[config.mk]
export PLATFORM = sky130hd
export DESIGN_NAME = pwm_chan
export DESIGN_NICKNAME = d
export VERILOG_FILES = /design/src/rtl/pwm_chan_pkg.sv /design/src/rtl/pwm_chan_regs.sv /design/src/rtl/pwm_chan_scaler.sv /design/src/rtl/pwm_chan_counter.sv /design/src/rtl/pwm_chan.sv
export SDC_FILE = /design/constraint.sdc
export NUM_CORES = 1
export LEC_CHECK = 0
export BUFFER_PORTS_ARGS = -buffer_cell sky130_fd_sc_hd__buf_4
export CAP_MARGIN = 25
export CORE_MARGIN = 2
export CORE_UTILIZATION = 51
export CTS_CLUSTER_DIAMETER = 60
export DETAILED_ROUTE_END_ITERATION = 8
export PLACE_DENSITY = 0.79
export SYNTH_ARGS = -nofsm -noshare
export SYNTH_HDL_FRONTEND = slang
export SYNTH_SLANG_ARGS = --single-unit
export TNS_END_PERCENT = 5
[constraint.sdc]
create_clock -name clk_i -period 2.55 [get_ports clk_i]
set_input_delay 0.1275 -clock clk_i [delete_from_list [all_inputs] [get_ports clk_i]]
set_output_delay 0.1275 -clock clk_i [all_outputs]
set_load 0.1 [all_outputs]
[src/rtl/pwm_chan_pkg.sv]
package pwm_chan_pkg;
  localparam int unsigned ADDR_W = 3;

  typedef enum logic [ADDR_W-1:0] {
    ADDR_CTRL   = 3'd0,
    ADDR_SCALE  = 3'd1,
    ADDR_PERIOD = 3'd2,
    ADDR_DUTY   = 3'd3,
    ADDR_COUNT  = 3'd4,
    ADDR_TEST   = 3'd5
  } reg_addr_e;

  typedef struct packed {
    logic halt_dbg;
    logic no_scale_ld;
    logic ign_period;
    logic keep_cnt;
  } test_bits_t;
endpackage

[src/rtl/pwm_chan_regs.sv]
module pwm_chan_regs
  import pwm_chan_pkg::*;
#(
  parameter int unsigned DW = 8
) (
  input  logic              clk_i,
  input  logic              rst_ni,
  input  logic              wr_en_i,
  input  logic [ADDR_W-1:0] addr_i,
  input  logic [DW-1:0]     wdata_i,
  input  logic              special_mode_i,
  input  logic [DW-1:0]     cnt_i,
  output logic [DW-1:0]     rdata_o,
  output logic              en_o,
  output logic              center_o,
  output logic [DW-1:0]     scale_o,
  output logic [DW-1:0]     period_o,
  output logic [DW-1:0]     duty_o,
  output test_bits_t        test_o,
  output logic              scale_wr_o,
  output logic              cnt_wr_o
);
  localparam int unsigned TW = $bits(test_bits_t);

  logic [1:0]  ctrl_q;
  logic [DW-1:0] scale_q, period_q, duty_q;
  test_bits_t  test_q;

  always_ff @(posedge clk_i or negedge rst_ni) begin
    if (!rst_ni) begin
      ctrl_q   <= '0;
      scale_q  <= '0;
      period_q <= '0;
      duty_q   <= '0;
    end else if (wr_en_i) begin
      case (addr_i)
        ADDR_CTRL:   ctrl_q   <= wdata_i[1:0];
        ADDR_SCALE:  scale_q  <= wdata_i;
        ADDR_PERIOD: period_q <= wdata_i;
        ADDR_DUTY:   duty_q   <= wdata_i;
        default: ;
      endcase
    end
  end

  // test bits live only in special mode
  always_ff @(posedge clk_i or negedge rst_ni) begin
    if (!rst_ni)                                  test_q <= '0;
    else if (!special_mode_i)                     test_q <= '0;
    else if (wr_en_i && addr_i == ADDR_TEST)      test_q <= test_bits_t'(wdata_i[TW-1:0]);
  end

  always_comb begin
    rdata_o = '0;
    case (addr_i)
      ADDR_CTRL:   rdata_o = DW'(ctrl_q);
      ADDR_SCALE:  rdata_o = scale_q;
      ADDR_PERIOD: rdata_o = period_q;
      ADDR_DUTY:   rdata_o = duty_q;
      ADDR_COUNT:  rdata_o = cnt_i;
      ADDR_TEST:   rdata_o = DW'(test_q);
      default:     rdata_o = '0;
    endcase
  end

  assign en_o       = ctrl_q[0];
  assign center_o   = ctrl_q[1];
  assign scale_o    = scale_q;
  assign period_o   = period_q;
  assign duty_o     = duty_q;
  assign test_o     = test_q;
  assign scale_wr_o = wr_en_i && (addr_i == ADDR_SCALE) && !test_q.no_scale_ld;
  assign cnt_wr_o   = wr_en_i && (addr_i == ADDR_COUNT);
endmodule

[src/rtl/pwm_chan_scaler.sv]
module pwm_chan_scaler #(
  parameter int unsigned DW = 8
) (
  input  logic          clk_i,
  input  logic          rst_ni,
  input  logic          run_i,
  input  logic          load_i,
  input  logic [DW-1:0] load_val_i,
  input  logic [DW-1:0] scale_i,
  output logic          tick_o
);
  logic [DW-1:0] sc_q;

  assign tick_o = run_i && (sc_q == '0);

  always_ff @(posedge clk_i or negedge rst_ni) begin
    if (!rst_ni)      sc_q <= '0;
    else if (load_i)  sc_q <= load_val_i;
    else if (run_i)   sc_q <= (sc_q == '0) ? scale_i : sc_q - DW'(1);
  end
endmodule

[src/rtl/pwm_chan_counter.sv]
module pwm_chan_counter #(
  parameter int unsigned DW = 8
) (
  input  logic          clk_i,
  input  logic          rst_ni,
  input  logic          en_i,
  input  logic          center_i,
  input  logic          tick_i,
  input  logic          clr_i,
  input  logic          ign_period_i,
  input  logic [DW-1:0] period_i,
  input  logic [DW-1:0] duty_i,
  output logic [DW-1:0] cnt_o,
  output logic          pwm_o
);
  logic [DW-1:0] cnt_q, cnt_inc;
  logic          up_q;

  assign cnt_inc = cnt_q + DW'(1);

  always_ff @(posedge clk_i or negedge rst_ni) begin
    if (!rst_ni) begin
      cnt_q <= '0;
      up_q  <= 1'b1;
    end else if (!en_i || clr_i) begin
      cnt_q <= '0;
      up_q  <= 1'b1;
    end else if (tick_i) begin
      if (!center_i) begin
        up_q  <= 1'b1;
        cnt_q <= (!ign_period_i && cnt_inc == period_i) ? '0 : cnt_inc;
      end else if (up_q) begin
        if (!ign_period_i && cnt_q == period_i) begin
          up_q  <= 1'b0;
          cnt_q <= (cnt_q == '0) ? '0 : cnt_q - DW'(1);
        end else begin
          cnt_q <= cnt_inc;
        end
      end else if (cnt_q == '0) begin
        up_q  <= 1'b1;
        cnt_q <= (period_i == '0) ? '0 : DW'(1);
      end else begin
        cnt_q <= cnt_q - DW'(1);
      end
    end
  end

  assign cnt_o = cnt_q;
  assign pwm_o = en_i && (duty_i != '0) && ((duty_i >= period_i) || (cnt_q < duty_i));
endmodule

[src/rtl/pwm_chan.sv]
module pwm_chan
  import pwm_chan_pkg::*;
#(
  parameter int unsigned DW = 8
) (
  input  logic              clk_i,
  input  logic              rst_ni,
  input  logic              wr_en_i,
  input  logic [ADDR_W-1:0] addr_i,
  input  logic [DW-1:0]     wdata_i,
  output logic [DW-1:0]     rdata_o,
  input  logic              special_mode_i,
  input  logic              debug_halt_i,
  output logic              pwm_o
);
  logic          en, center, scale_wr, cnt_wr, tick, run;
  logic [DW-1:0] scale, period, duty, cnt;
  test_bits_t    test;

  pwm_chan_regs #(.DW(DW)) u_regs (
    .clk_i, .rst_ni, .wr_en_i, .addr_i, .wdata_i, .special_mode_i,
    .cnt_i(cnt), .rdata_o,
    .en_o(en), .center_o(center), .scale_o(scale), .period_o(period),
    .duty_o(duty), .test_o(test), .scale_wr_o(scale_wr), .cnt_wr_o(cnt_wr)
  );

  assign run = !(test.halt_dbg && debug_halt_i);

  pwm_chan_scaler #(.DW(DW)) u_scaler (
    .clk_i, .rst_ni, .run_i(run), .load_i(scale_wr), .load_val_i(wdata_i),
    .scale_i(scale), .tick_o(tick)
  );

  pwm_chan_counter #(.DW(DW)) u_counter (
    .clk_i, .rst_ni, .en_i(en), .center_i(center), .tick_i(tick),
    .clr_i(cnt_wr && !test.keep_cnt), .ign_period_i(test.ign_period),
    .period_i(period), .duty_i(duty), .cnt_o(cnt), .pwm_o
  );
endmodule

==> run_results.csv, run 1 <==
group,metric,value,unit
setup_path,crit_slowest_cell,"dfrtp_1",
cells_and_area,num-nets-final,511,
pwr,leakage,1.90,nW
logic_synthesis,synth_compound_area_share,20.0,%
setup_path,arrival,2.34,ns
logic_synthesis,synth-seq-cells,47,
logic_synthesis,synth_top_family_by_area,"simple AND/OR/NAND/NOR gates",
setup_path,start_kind,"flop",
timing,fin_crit_sh,96.9,%
global_route,grt_pass1_vias,3230,
setup_path,regToRegSetupSlack,0.11,ns
global_route,antenna_found_initial,0,
clocking,cts_buffer_depth,2,
logic_synthesis,synth-xor-area-share,4.04,%
logic_synthesis,syn_area,3690,µm²
setup_path,cpMostUsedCell,"a21o_1",
clocking,numCtsBuffers,5,
setup_path,cp_num_buf_inv,2,
worst_hold_path,min_path_type,"in2reg",
pwr,p_per_area,630,nW/µm²
global_route,grtUsageTotal,26.2,%
logic_synthesis,yosysWarningCount,0,
logic_synthesis,synth-simple-area-share,20.8,%
timing,skew,0.00843,ns
setup_path,cp-end-kind,"output port",
logic_synthesis,synth_edf_count,0,
timing,period_minus_slack,2.47,ns
status,status,"finished clean",
setup_path,cp_cell_sequence,"buf_4 > ha_1 > a21o_1 > a21o_1 > a21oi_1 > o21a_1 > o21ai_0 > a31oi_2 > buf_6",
logic_synthesis,ys_seq_area_share,31.9,%
floorplanning,io_pins,25,
placement,dp_slack,0.0397,ns
cells_and_area,area_growth,14.9,%
placement,place.gp.congestion,0.905,
routing,finalWirelength,10.0,mm
clocking,cts-root-buf,"clkbuf_8",
clocking,clkTransAtPathRegs,0.10,ns
clocking,cts_tree,"built",
timing,drv_slew,0,
timing,clock.fmax,405,MHz
clocking,worstSkewPairLatency,0.32,ns
placement,hpwlAfterDp,7.38,mm
clocking,htreeDepth,2,
setup_path,critical_path_class,"reg2out",
logic_synthesis,async_reset_ff_share,100,%
setup_path,cpPeakStageDelay,0.40,ns
routing,drcViolationCount,0,
floorplanning,die_area,7930,µm²
timing,tightest_slew,0.763,ns
timing,setup_viol,0,
logic_synthesis,ys_types,58,
timing,rsz0062_at_grt,"true",
timing,setup_tns,0,ns
clocking,clock-sinks,47,
timing,finalHoldViolCount,0,
pwr,ir_worst_vdd,0.409,mV
routing,via_count,3482,
floorplanning,fp.dieH,89.0,µm
floorplanning,core_area,7140,µm²
timing,slew_headroom,48.5,%
logic_synthesis,synthCells,436,
logic_synthesis,syn_avg_cell_area,8.46,µm²
logic_synthesis,synth.net_count,472,
cells_and_area,n_antenna_cell,0,
routing,drtIter0Drc,326,
logic_synthesis,synth.area.mux_share,10.0,%
routing,avgRoutedWirePerCell,17.4,µm
setup_path,critPathMaxFanout,8,
floorplanning,row_count,31,
floorplanning,die_x,89.0,µm
routing,drt_pre_antenna_iters,5,
setup_path,required,2.42,ns
cells_and_area,drive_above_1_share,21.0,%
logic_synthesis,synth_top_flop_cell,"dfrtp_1",
setup_path,critPathTopFamily,"compound AO/OA/AOI/OAI gates",
timing,fin_ws,0.0779,ns
placement,portBuffers,24,
floorplanning,start_util,51.7,%
global_route,grt_pass1_wl,16.0,mm
run,cap_violations,0,
global_route,overflow,0,
routing,viasPerCell,6.06,
global_route,grt_max_degree,48,
routing,final_antenna_net_count,0,
logic_synthesis,synth_fa_ha_area_share,6.78,%
-- cell type report --
type	instances	area [µm²]
clock buffer	6	82.6
tap	99	124
fill	658	2900
sequential	47	1180
timing repair buffer	56	447
multi-input combinational	337	2290
clock inverter	2	13.8
inverter	28	105
-- flip-flops by register name (all words and copies together), names as in the netlist --
register / flops
u_counter.cnt_o: 8
u_scaler.sc_q: 8
u_regs.ctrl_q: 2
u_counter.up_q: 1
u_regs.scale_o: 8
u_regs.duty_o: 8
u_regs.period_o: 8
u_regs.test_o: 4
-- logic make-up after synthesis --
kind of cell,after synthesis
compound gates,114
xor+xnor,17
fa+ha+maj,20
buf+inv,52
flops,47
mux,33
simple gates,153
-- cell usage in the layout, fill, tap and decap left out, types with 12 or more instances in the layout --
master | netlist | layout
o22ai_1 | 14 | 14
buf_4 | 1 | 51
inv_1 | 28 | 28
a21oi_1 | 24 | 24
ha_1 | 20 | 20
nor2_1 | 28 | 28
nand2_1 | 47 | 47
nor2b_1 | 12 | 12
dfrtp_1 | 46 | 44
o21ai_0 | 35 | 35
mux2_2 | 21 | 21
-- routing by layer --
metal,GRT usage (%),up-vias,wire length (µm),part of all wire [%]
li1,-,1650,-,-
met1,37.7,1669,4400,44
met2,41.3,147,4730,47
met3,3.42,16,678,6.8
met4,8.28,0,189,1.9
met5,0,-,0,0
-- tightest hold or removal path: stages --
cell and delay, ns:
buf_4 0.10, nand2_1 0.04, o21ai_0 0.06
-- path summary, 6_finish.rpt --
kind                       cells past startpoint                 end                from
setup / recovery                               9               pwm_o  u_counter.cnt_o[1]
hold / removal                                 3    u_scaler.sc_q[7]          wdata_i[7]
setup reg to reg                              10  u_counter.cnt_o[2]  u_counter.cnt_o[0]
hold reg to reg                                2      u_counter.up_q      u_counter.up_q
max in group asynchronous                      2  u_regs.period_o[0]              rst_ni
min in group asynchronous                      2  u_counter.cnt_o[2]              rst_ni
-- Yosys cell counts, types with 2 or more instances --
library cell | instances | area share (%)
clkbuf_1 | 12 | 1.2
a21o_1 | 5 | 1.0
buf_2 | 5 | 0.68
nor2_1 | 28 | 2.8
a31oi_1 | 4 | 0.68
nand3_1 | 11 | 1.5
o22ai_1 | 14 | 2.4
buf_6 | 3 | 0.92
o21ai_0 | 35 | 4.7
xor2_1 | 9 | 2.1
o211ai_1 | 2 | 0.41
or3_1 | 2 | 0.34
nor2b_1 | 12 | 2.0
a32oi_1 | 2 | 0.47
nor3b_1 | 2 | 0.41
nor4_1 | 9 | 1.5
and2_1 | 5 | 0.85
mux2i_1 | 11 | 3.0
nor3_1 | 11 | 1.5
nand3b_1 | 3 | 0.61
xnor2_1 | 8 | 1.9
buf_1 | 2 | 0.20
mux2_2 | 21 | 6.4
inv_1 | 28 | 2.8
a22o_1 | 2 | 0.47
a22oi_1 | 10 | 2.0
nand4_1 | 6 | 1.0
ha_1 | 20 | 6.8
and2_2 | 2 | 0.41
a211oi_1 | 3 | 0.61
a21oi_1 | 24 | 3.3
dfrtp_1 | 46 | 31
nand2b_1 | 8 | 1.4
nand2_1 | 47 | 4.8
-- through the flow --
| stage | hold slack (ns) | std cells | util [%] | area [µm²] | power, mW |
|---|---|---|---|---|---|
| 6_report | 0.0394 | 575 | 59.4 | 4240 | 2.67 |
| 5_1_grt | 0.0549 | 575 | 59.4 | 4240 | 2.82 |
| 4_1_cts | 0.0439 | 569 | 58.6 | 4180 | 2.65 |
| 3_5_place_dp | 0.190 | 560 | 57.0 | 4070 | 2.13 |
| 3_3_place_gp | 0.186 | 560 | 57.0 | 4070 | 2.08 |
| 2_1_floorplan | -0.168 | 436 | - | 3690 | 1.83 |
-- report_power, final --
group          total (mW)  leakage [nW]  internal, mW  switching, mW
registers            1.09         0.583         0.903          0.185
clock network       0.507        0.0516         0.222          0.285
logic                1.07          1.26         0.434          0.640
total                2.67          1.90          1.56           1.11
-- timing repair --
action                                  4_1_cts  5_1_grt
pin swaps                                     0        2
endpoints found under the setup margin        2        9
hold buffers                                  1        0
hold endpoints to repair                     46        0
resized for setup                             2        5
buffers inserted                              0        6
gates cloned                                  0        0
No activity file was read; power rests on OpenSTA's default activity.
==> run 2: changes to the inputs <==
--- a/config.mk
+++ b/config.mk
@@ -8,10 +8,10 @@
 export BUFFER_PORTS_ARGS = -buffer_cell sky130_fd_sc_hd__buf_4
 export CAP_MARGIN = 25
 export CORE_MARGIN = 2
-export CORE_UTILIZATION = 51
+export CORE_UTILIZATION = 40
 export CTS_CLUSTER_DIAMETER = 60
 export DETAILED_ROUTE_END_ITERATION = 8
-export PLACE_DENSITY = 0.79
+export PLACE_DENSITY = 0.66
 export SYNTH_ARGS = -nofsm -noshare
 export SYNTH_HDL_FRONTEND = slang
 export SYNTH_SLANG_ARGS = --single-unit
==> constraint.sdc (replaced) <==
create_clock -name clk_i -period 2.55 [get_ports clk_i]
set_input_delay 0.255 -clock clk_i [delete_from_list [all_inputs] [get_ports clk_i]]
set_output_delay 0.255 -clock clk_i [all_outputs]
set_load 0.1 [all_outputs]
==> run 2 against run 1 <==
Against the previous run:
- count of clock-buffer cells in the layout down 1
- core utilization is 13 points lower
- die area increased by 26%
- power rose by 1.5%
- sequential share of layout area up 0.056 points
- clock power up 10%
- first-iteration DRC count decreased by 27%
- wire length up 1.0%
- design area is 0.12% higher
- setup slack improved by 0.035 ns
- critical path type unchanged
==> run_results.csv, run 2 (synthesis results as in run 1) <==
group,metric,value,unit
routing,via_count,3391,
pwr,p_clk_share,20.6,%
cells_and_area,final_cell_mix,"48 x buf_4, 47 x nand2_1, 41 x dfrtp_1",
pwr,leakage,1.87,nW
timing,fin_crit_sh,95.6,%
cells_and_area,n_antenna_cell,0,
placement,portBuffers,24,
clocking,cts-root-buf,"clkbuf_8",
setup_path,start_kind,"flop",
setup_path,critical_path_class,"reg2out",
routing,final_antenna_net_count,0,
pwr,ir_worst_vdd,0.479,mV
global_route,grt_pass1_wl,16.5,mm
setup_path,r2r.worst_path.cells,8,
timing,skew,0.00724,ns
cells_and_area,finalNonFillerCells,581,
pwr,switchingPower,1.08,mW
placement,hpwlAfterDp,7.38,mm
setup_path,required,2.30,ns
worst_hold_path,min_path_type,"in2reg",
global_route,met2_usage,32.8,%
timing,fin_ws,0.113,ns
setup_path,cpPeakStageDelay,0.42,ns
timing,tightest_slew,0.729,ns
clocking,worstSkewPairLatency,0.31,ns
global_route,grt_util_met3,2.99,%
cells_and_area,layout_commonest_cell,"buf_4",
placement,placedCellCount,569,
cells_and_area,num-nets-final,506,
worst_hold_path,hold_path_depth,3,
timing,slew_headroom,51.3,%
timing,clock.fmax,410,MHz
setup_path,regToRegSetupSlack,0.13,ns
clocking,clkTransAtPathRegs,0.09,ns
worst_hold_path,min_to,"u_regs.period_o[4]",
clocking,cts_buffer_depth,2,
global_route,grt_pass1_vias,3245,
pwr,p_total,2.71,mW
timing,rsz0062_at_grt,"false",
setup_path,cpMostUsedCell,"a21o_1",
routing,viasPerCell,5.84,
setup_path,critPathMaxFanout,3,
status,status,"finished clean",
setup_path,cp_cell_sequence,"buf_4 > nand2b_1 > a21o_1 > a21o_1 > a21oi_2 > o21a_1 > o21ai_0 > a31oi_2 > buf_6",
setup_path,crit_slowest_cell,"dfrtp_2",
clocking,numCtsBuffers,5,
setup_path,reg2reg_to,"u_counter.cnt_o[5]",
floorplanning,core_area,9110,µm²
clocking,clock-sinks,47,
global_route,overflow,0,
routing,drtIter0Drc,238,
setup_path,r2r_start,"u_counter.cnt_o[4]",
floorplanning,row_count,35,
routing,avgRoutedWirePerCell,17.4,µm
worst_hold_path,hp-start,"wdata_i[4]",
timing,drv_slew,0,
floorplanning,die_x,100,µm
cells_and_area,area_growth,15.0,%
cells_and_area,fin_util,46.6,%
pwr,power_frac_comb,39.3,%
timing,finalHoldViolCount,0,
global_route,antenna_found_initial,0,
clocking,cts_tree,"built",
run,cap_violations,0,
global_route,grt_max_degree,48,
clocking,htreeDepth,2,
pwr,power_frac_seq,40.0,%
floorplanning,die_area,10000,µm²
floorplanning,start_util,40.5,%
pwr,netSwitchingFraction,39.8,%
pwr,p_int,1.63,mW
timing,setup_viol,0,
routing,finalWirelength,10.1,mm
global_route,use_met1,29.4,%
setup_path,cp-end-kind,"output port",
pwr,p_per_area,639,nW/µm²
cells_and_area,drive_above_1_share,21.7,%
placement,place.gp.congestion,0.909,
timing,period_minus_slack,2.44,ns
routing,drt_pre_antenna_iters,5,
placement,dp_slack,0.0669,ns
floorplanning,fp.dieH,100,µm
global_route,grtUsageTotal,20.9,%
routing,drcViolationCount,0,
global_route,top_usage_layer,"met2",
floorplanning,io_pins,25,
setup_path,arrival,2.18,ns
## run 2: cell count changes in the layout (fill, tap and decap cells not counted), sizes merged
cell / change
clkinv: -1
clkbuf: -1
bufinv: +1
inv: -1
buf: -5
clkinvlp: +1
## run 2: worst max path at each step
stage	from	endpoint	depth (start not counted)
CTS	u_counter.cnt_o[0]	pwm_o	9
global placement	u_regs.period_o[7]	u_counter.cnt_o[5]	8
floorplan	addr_i[0]	rdata_o[0]	4
finish	u_counter.cnt_o[0]	pwm_o	9
global route	u_regs.duty_o[0]	pwm_o	10
detailed placement	u_counter.cnt_o[3]	u_counter.cnt_o[5]	8
## run 2: metal layers
metal | routed length [µm] | vias to the layer above | share of wire (%)
li1 | - | 1632 | -
met1 | 4700 | 1630 | 47
met2 | 4680 | 109 | 46
met3 | 441 | 20 | 4.4
met4 | 270 | 0 | 2.7
met5 | 0 | - | 0
## run 2: metrics by stage
step	TNS [ns]	hold WS [ns]	instance area, µm²
after detailed placement	0	0.319	4070
after global placement	0	0.321	4070
final	0	0.177	4240
after global routing	0	0.181	4240
after CTS	0	0.183	4210
after floorplan	-1.01	-0.0406	3700
## run 2: final cells by class
cell class | count | area (µm²)
clock inverters | 2 | 37.5
repair buffers | 51 | 402
well taps | 111 | 139
inverters | 28 | 105
flip-flops and latches | 47 | 1180
clock buffers | 5 | 68.8
fillers | 896 | 4870
multi-input cells | 337 | 2310
## run 2: critical path: cells and delay by family (launching register included)
family                 cells  cell delay, ns
buffers and inverters      2            0.40
and+or+nand+nor            1            0.15
AOI/OAI and AO/OA          6            0.90
DFF                        1            0.42
## run 2: power by group through the flow
stage | clock network, mW | registers, mW | logic (mW)
global placement | 0 | 1.09 | 1.00
detailed placement | 0 | 1.10 | 1.02
global route | 0.592 | 1.11 | 1.20
finish | 0.559 | 1.08 | 1.07
CTS | 0.572 | 1.08 | 1.04
floorplan | 0 | 1.04 | 0.788
## run 2: repair_timing
action | 4_1_cts | 5_1_grt
hold buffers | 1 | 0
endpoints found under the setup margin | 1 | 6
setup buffers | 3 | 1
pin swaps | 0 | 3
cloned | 0 | 0
resized for setup | 3 | 10
endpoints found under the hold margin | 46 | 0
